## src/rtl/tlbp_pkg.sv

```systemverilog
package tlbp_pkg;

    localparam int EA_W     = 32;
    localparam int RA_W     = 32;
    localparam int PID_W    = 8;
    localparam int PG_OFF_W = 12;
    localparam int TAG_W    = EA_W - PG_OFF_W;
    localparam int RPN_W    = RA_W - PG_OFF_W;
    localparam int PERM_W   = 8;
    localparam int NIB_W    = PERM_W / 2;

    localparam int NB_READ  = 0;
    localparam int NB_WRITE = 1;
    localparam int NB_EXEC  = 2;

    typedef enum logic [1:0] {
        K_FETCH = 2'b00,
        K_READ  = 2'b01,
        K_WRITE = 2'b10,
        K_RSVD  = 2'b11
    } acc_kind_e;

    typedef enum logic [2:0] {
        ST_OK     = 3'b000,
        ST_MISS   = 3'b111,
        ST_DENY   = 3'b110,
        ST_NOEXEC = 3'b101
    } lk_status_e;

    typedef struct packed {
        logic              valid;
        logic [TAG_W-1:0]  tag;
        logic [PID_W-1:0]  pid;
        logic [RPN_W-1:0]  rpn;
        logic              aspace;
        logic [PERM_W-1:0] perm;
    } tlb_entry_t;

    // Privilege picks the upper (supervisor) or lower (user) nibble.
    function automatic logic [NIB_W-1:0] pick_nibble(logic [PERM_W-1:0] p, logic sup);
        return sup ? p[PERM_W-1:NIB_W] : p[NIB_W-1:0];
    endfunction

    // The single nibble bit that a given access kind requires.
    function automatic logic needed_bit(logic [NIB_W-1:0] nib, acc_kind_e kind);
        case (kind)
            K_FETCH: return nib[NB_EXEC];
            K_WRITE: return nib[NB_WRITE];
            default: return nib[NB_READ];
        endcase
    endfunction

endpackage

```

## src/rtl/tlbp_entry_store.sv

```systemverilog
module tlbp_entry_store
    import tlbp_pkg::*;
#(
    parameter int ENTRIES = 8,
    parameter int IDX_W   = 3
) (
    input  logic                 clk,
    input  logic                 rst,
    input  logic                 wr_en,
    input  logic [IDX_W-1:0]     wr_idx,
    input  tlb_entry_t           wr_entry,
    output tlb_entry_t           ents [ENTRIES]
);

    for (genvar g = 0; g < ENTRIES; g++) begin : g_slot
        always_ff @(posedge clk) begin
            if (rst) begin
                ents[g] <= '0;
            end else if (wr_en && (wr_idx == IDX_W'(g))) begin
                ents[g] <= wr_entry;
            end
        end
    end

endmodule

```

## src/rtl/tlbp_match.sv

```systemverilog
module tlbp_match
    import tlbp_pkg::*;
#(
    parameter int ENTRIES = 8
) (
    input  tlb_entry_t           ents [ENTRIES],
    input  logic [TAG_W-1:0]     ea_tag,
    input  acc_kind_e            kind,
    input  logic                 sup,
    input  logic [PID_W-1:0]     pid,
    input  logic                 is_bit,
    input  logic                 ds_bit,
    output logic [ENTRIES-1:0]   hit,
    output logic [ENTRIES-1:0]   grant,
    output logic [NIB_W-1:0]     nib [ENTRIES]
);

    logic space;
    assign space = (kind == K_FETCH) ? is_bit : ds_bit;

    for (genvar g = 0; g < ENTRIES; g++) begin : g_cmp
        logic pid_ok;
        assign pid_ok = (ents[g].pid == pid) || (ents[g].pid == '0);
        assign hit[g] = ents[g].valid
                     && (ents[g].tag == ea_tag)
                     && pid_ok
                     && (ents[g].aspace == space);
        assign nib[g]   = pick_nibble(ents[g].perm, sup);
        assign grant[g] = hit[g] && needed_bit(nib[g], kind);
    end

endmodule

```

## src/rtl/tlbp_select.sv

```systemverilog
module tlbp_select
    import tlbp_pkg::*;
#(
    parameter int ENTRIES = 8,
    parameter int IDX_W   = 3
) (
    input  tlb_entry_t             ents [ENTRIES],
    input  logic [ENTRIES-1:0]     hit,
    input  logic [ENTRIES-1:0]     grant,
    input  logic [NIB_W-1:0]       nib [ENTRIES],
    input  logic [PG_OFF_W-1:0]    ea_off,
    input  acc_kind_e              kind,
    output lk_status_e             status,
    output logic [NIB_W-1:0]       perm,
    output logic [RA_W-1:0]        ra
);

    logic             found;
    logic             any_hit;
    logic [IDX_W-1:0] win_idx;
    logic [IDX_W-1:0] last_idx;

    // First granting entry in index order; last matching entry kept for faults.
    always_comb begin
        found    = 1'b0;
        any_hit  = 1'b0;
        win_idx  = '0;
        last_idx = '0;
        for (int i = 0; i < ENTRIES; i++) begin
            if (grant[i] && !found) begin
                found   = 1'b1;
                win_idx = IDX_W'(i);
            end
            if (hit[i]) begin
                any_hit  = 1'b1;
                last_idx = IDX_W'(i);
            end
        end
    end

    always_comb begin
        if (found) begin
            status = ST_OK;
            perm   = nib[win_idx];
            ra     = {ents[win_idx].rpn, ea_off};
        end else if (any_hit) begin
            status = (kind == K_FETCH) ? ST_NOEXEC : ST_DENY;
            perm   = nib[last_idx];
            ra     = '0;
        end else begin
            status = ST_MISS;
            perm   = '0;
            ra     = '0;
        end
    end

endmodule

```

## src/rtl/tlbp_lookup.sv

```systemverilog
module tlbp_lookup
    import tlbp_pkg::*;
#(
    parameter int ENTRIES = 8,
    localparam int IDX_W  = (ENTRIES > 1) ? $clog2(ENTRIES) : 1
) (
    input  logic                 clk,
    input  logic                 rst,
    input  logic                 wr_en,
    input  logic [IDX_W-1:0]     wr_idx,
    input  logic                 wr_valid,
    input  logic [TAG_W-1:0]     wr_tag,
    input  logic [PID_W-1:0]     wr_pid,
    input  logic [RPN_W-1:0]     wr_rpn,
    input  logic                 wr_as,
    input  logic [PERM_W-1:0]    wr_perm,
    input  logic                 req_valid,
    input  logic [EA_W-1:0]      req_ea,
    input  logic [1:0]           req_kind,
    input  logic                 req_priv,
    input  logic [PID_W-1:0]     cur_pid,
    input  logic                 is_bit,
    input  logic                 ds_bit,
    output logic                 rsp_valid,
    output logic [RA_W-1:0]      rsp_ra,
    output logic [NIB_W-1:0]     rsp_perm,
    output logic [2:0]           rsp_status
);

    tlb_entry_t           wr_entry;
    tlb_entry_t           ents [ENTRIES];
    acc_kind_e            kind;
    logic [ENTRIES-1:0]   hit;
    logic [ENTRIES-1:0]   grant;
    logic [NIB_W-1:0]     nib [ENTRIES];
    lk_status_e           nxt_status;
    logic [NIB_W-1:0]     nxt_perm;
    logic [RA_W-1:0]      nxt_ra;

    assign wr_entry = '{valid: wr_valid, tag: wr_tag, pid: wr_pid,
                        rpn: wr_rpn, aspace: wr_as, perm: wr_perm};
    assign kind     = acc_kind_e'(req_kind);

    tlbp_entry_store #(.ENTRIES(ENTRIES), .IDX_W(IDX_W)) u_store (
        .clk      (clk),
        .rst      (rst),
        .wr_en    (wr_en),
        .wr_idx   (wr_idx),
        .wr_entry (wr_entry),
        .ents     (ents)
    );

    tlbp_match #(.ENTRIES(ENTRIES)) u_match (
        .ents   (ents),
        .ea_tag (req_ea[EA_W-1:PG_OFF_W]),
        .kind   (kind),
        .sup    (req_priv),
        .pid    (cur_pid),
        .is_bit (is_bit),
        .ds_bit (ds_bit),
        .hit    (hit),
        .grant  (grant),
        .nib    (nib)
    );

    tlbp_select #(.ENTRIES(ENTRIES), .IDX_W(IDX_W)) u_select (
        .ents   (ents),
        .hit    (hit),
        .grant  (grant),
        .nib    (nib),
        .ea_off (req_ea[PG_OFF_W-1:0]),
        .kind   (kind),
        .status (nxt_status),
        .perm   (nxt_perm),
        .ra     (nxt_ra)
    );

    always_ff @(posedge clk) begin
        if (rst) begin
            rsp_valid  <= 1'b0;
            rsp_ra     <= '0;
            rsp_perm   <= '0;
            rsp_status <= ST_OK;
        end else begin
            rsp_valid <= req_valid;
            if (req_valid) begin
                rsp_ra     <= nxt_ra;
                rsp_perm   <= nxt_perm;
                rsp_status <= nxt_status;
            end
        end
    end

endmodule

```

## config.mk

```make
export PLATFORM = sky130hd
export DESIGN_NAME = tlbp_lookup
export DESIGN_NICKNAME = d
export VERILOG_FILES = /design/src/rtl/tlbp_pkg.sv /design/src/rtl/tlbp_entry_store.sv /design/src/rtl/tlbp_match.sv /design/src/rtl/tlbp_select.sv /design/src/rtl/tlbp_lookup.sv
export SDC_FILE = /design/constraint.sdc
export NUM_CORES = 2
export LEC_CHECK = 0
export BUFFER_PORTS_ARGS = -buffer_cell sky130_fd_sc_hd__buf_4
export CAP_MARGIN = 20
export CORE_MARGIN = 10
export CORE_UTILIZATION = 65
export CTS_CLUSTER_SIZE = 25
export DETAILED_ROUTE_END_ITERATION = 12
export HOLD_SLACK_MARGIN = 0.06
export PLACE_DENSITY = 0.85
export SLEW_MARGIN = 15
export SYNTH_ARGS = -nofsm -noshare
export SYNTH_HDL_FRONTEND = slang
export SYNTH_SLANG_ARGS = --single-unit
```

## constraint.sdc

```tcl
create_clock -name clk -period 7.15 [get_ports clk]
set_clock_uncertainty 0.05 [all_clocks]
set_input_delay 1.0725 -clock clk [delete_from_list [all_inputs] [get_ports clk]]
set_output_delay 1.0725 -clock clk [all_outputs]
set_load 0.02 [all_outputs]
```

==> impl_metrics.yaml <==
yosys:
  ys_async_sr_fraction_pct: 0
  ys.flop_type: "dfxtp_1"
  synth_top_family_by_area: "simple AND/OR/NAND/NOR gates"
  synth_edf_count: 0
  netlist_top_cells_area: "dfxtp_1, nand2_1, a21oi_1, xnor2_1, mux2i_1"
  ys_types: 63
  post-synth-top-count-cell: "nand2_1"
  synth.avg_cell_area_um2: 7.780
  ys_seq_area_share_pct: 42.47
  synth_seq_cells: 504
  synthMuxAreaShare_pct: 7.504
  yosysWarningCount: 0
  yosysTopAreaCellShare_pct: 42.47
  synthesis.nets: 3164
  netlist_instances: 3054
  synthesis.area_mm2: 0.02376
  synthSimpleGateAreaFrac_pct: 22.39
  ys_top_cells_by_count: "nand2_1, dfxtp_1, a21oi_1, xnor2_1, clkbuf_1"
  synth_fa_ha_area_share_pct: 0
  synth_compound_area_share_pct: 13.71
  synth_xor_area_share_pct: 8.257
  synth_top_cell_by_area: "dfxtp_1"
final_layout:
  seq_area_mm2: 0.01009
  syn2layout_area_growth_pct: 10.03
  nets: 3118
  multi_input_area_mm2: 0.01244
  final_util_pct: 72.96
  drive_gt1_share_pct: 10.48
  fin_cells: 3506
  n_fill_cell: 2701
global_routing:
  grt_pass1_vias: 21370
  globalRoute.totalOverflow: 0
  grt_max_degree: 124
  grt_pass1_wl_um: 117900
  grt.total_usage_pct: 33.14
  antenna_found_initial: 1
place:
  gp_congestion: 0.9841
  pre_cts_slack_ps: 2255
  dpl.hpwl_um: 48650
  portBuffers: 149
  post-place-cells: 3417
drt:
  drt-initial-drc-count: 2544
  wl_um: 76430
  ant_nets: 0
  drc: 0
  vias: 22180
  wire_per_inst_um: 21.80
  firstDrtPassIters: 8
  routed_via_density: 6.327
sta:
  tightestPinTransition_ps: 1118
  fin_crit_sh_pct: 62.67
  finalHoldViolCount: 0
  slew_violations: 0
  fmax_ghz: 0.2232
  rsz0062_at_grt: "false"
  maxSlewHeadroom_pct: 25.44
  fin_ws_ps: 2669
  setup_viol: 0
  final.min_clock_period_ps: 4481
  tns_ps: 0
  whs_ps: 403.3
clock_tree:
  clk_latency_ps: 590
  cts_tree: "yes"
  cts_hold_buf: 0
  cts_made_buffers: 50
  cts_root_buffer: "clkbuf_16"
  clock_path_buffers: 3
  clkTransAtPathRegs_ps: 60
  post-cts-setup-buffer-count: 0
  cts_resized: 0
  cts_htree_levels: 2
  cts_sinks: 504
critical_path:
  reg2reg_to: "rsp_ra[25]"
  crit_arrival_ps: 4950
  start_kind: "input port"
  reg2reg_from: "u_store.ents[156]"
  crit_fanout: 19
  cp_top_family: "simple AND/OR/NAND/NOR gates"
  max_stage_delay_ps: 800
  cp_common_cell: "nand2_1"
  r2r.worst_path.cells: 10
  cp_cell_sequence: "buf_4 -> xnor2_1 -> nand4_1 -> nor4_1 -> nand4b_2 -> o2111ai_1 -> or2_2 -> nand2_1 -> nor2_2 -> o21ai_0 -> nand2_1"
  critPathSlowestCell: "nor4_1"
  setup.worst_path.end_class: "register"
  crit_required_ps: 7620
  cp_num_buf_inv: 1
  crit_type: "input port to register"
  reg2reg_slack_ps: 3000
die:
  rows: 69
  die_h_um: 211.2
  die_area_mm2: 0.04460
  dieWidth_um: 211.2
  coreArea_mm2: 0.03583
  ioPinCount: 150
  initial_core_util_pct: 66.31
worst_hold_path:
  holdCritStartpoint: "u_store.ents[294]"
  worst_hold_path.num_cells: 2
  worstHoldEndpoint: "u_store.ents[294]"
  holdCritPathClass: "register to register"
pwr:
  p_leak_nw: 8.693
  power_density_mw_per_mm2: 235.0
  ir_drop_mv: 0.2138
job:
  cap_violations: 0
outcome:
  status: "finished clean"
power by group:
group          switching, mW  internal [mW]
logic                  0.355          0.174
registers             0.0380           2.86
clock network           1.13           1.58
through the flow:
step	instance area, µm²	power, mW
after floorplan	23760	3.305
after global placement	24460	3.458
after detailed placement	24460	3.474
after CTS	26140	6.135
after global routing	26140	6.302
final	26140	6.142
cell type report:
class,instances,share of cell area (%)
flip-flops and latches,504,38.60
inverters,5,0.07179
diodes,1,0.009573
repair buffers,175,5.102
multi-input cells,2272,47.59
well taps,461,2.206
clock buffers,73,5.696
clock inverters,15,0.7323
metal layers:
layer	wire (µm)	global-route usage [%]	vias up
met5	13	0	-
met4	3443	16.16	2
met3	7312	5.223	254
met2	35980	54.36	1284
met1	29670	41.81	10580
li1	-	-	10060
kinds of logic after synthesis:
kind of cell	after synthesis
muxes	168
xor gates and xnor gates	224
and+or+nand+nor	1279
buffers and inverters	278
AOI/OAI and AO/OA	601
DFF	504
how the worst max path moves through the flow:
stage | start | to | cells past startpoint
global placement | req_ea[15] | rsp_ra[19] | 11
finish | req_ea[15] | rsp_ra[25] | 11
global route | req_ea[15] | rsp_ra[23] | 11
floorplan | req_kind[0] | rsp_perm[3] | 12
CTS | req_ea[15] | rsp_ra[25] | 11
detailed placement | req_ea[15] | rsp_ra[25] | 11
tightest hold or removal path: cells and delay by family (launching register included):
| kind | cells | cell delay (ps) |
|---|---|---|
| compound gates | 1 | 50 |
| simple gates | 1 | 50 |
| flops | 1 | 310 |
flip-flops by register name, summed over array words and instances (netlist names):
| signal | flops |
|---|---|
| rsp_status | 3 |
| rsp_perm | 4 |
| rsp_valid | 1 |
| u_store.ents | 464 |
| rsp_ra | 32 |
layout by cell type (no fill, tap or decap), types with 3 or more instances in the layout:
cell type / Yosys / routed
a211oi_1: 9 / 9
a21oi_1: 484 / 484
a22oi_1: 22 / 22
and2_1: 3 / 3
and3_1: 3 / 3
and4_1: 6 / 6
and4b_1: 3 / 3
buf_4: 57 / 173
bufinv_16: 0 / 4
clkbuf_1: 145 / 9
clkbuf_16: 0 / 51
clkbuf_8: 0 / 13
clkinv_2: 0 / 6
dfxtp_1: 504 / 504
inv_1: 4 / 4
mux2_2: 31 / 31
mux2i_1: 132 / 132
mux4_2: 5 / 5
nand2_1: 1007 / 1004
nand2b_1: 6 / 6
nand3_1: 48 / 44
nand3_2: 0 / 4
nand4_1: 72 / 72
nand4b_1: 5 / 5
nor2_1: 63 / 56
nor2_4: 0 / 6
nor2b_1: 5 / 5
nor3_1: 10 / 8
nor4_1: 32 / 32
o2111a_1: 5 / 5
o211ai_1: 3 / 3
o21a_1: 7 / 7
o21ai_0: 44 / 44
o22ai_1: 3 / 3
or3_1: 8 / 8
xnor2_1: 213 / 213
xor2_1: 11 / 11
Power figures use the tool's default switching activity.
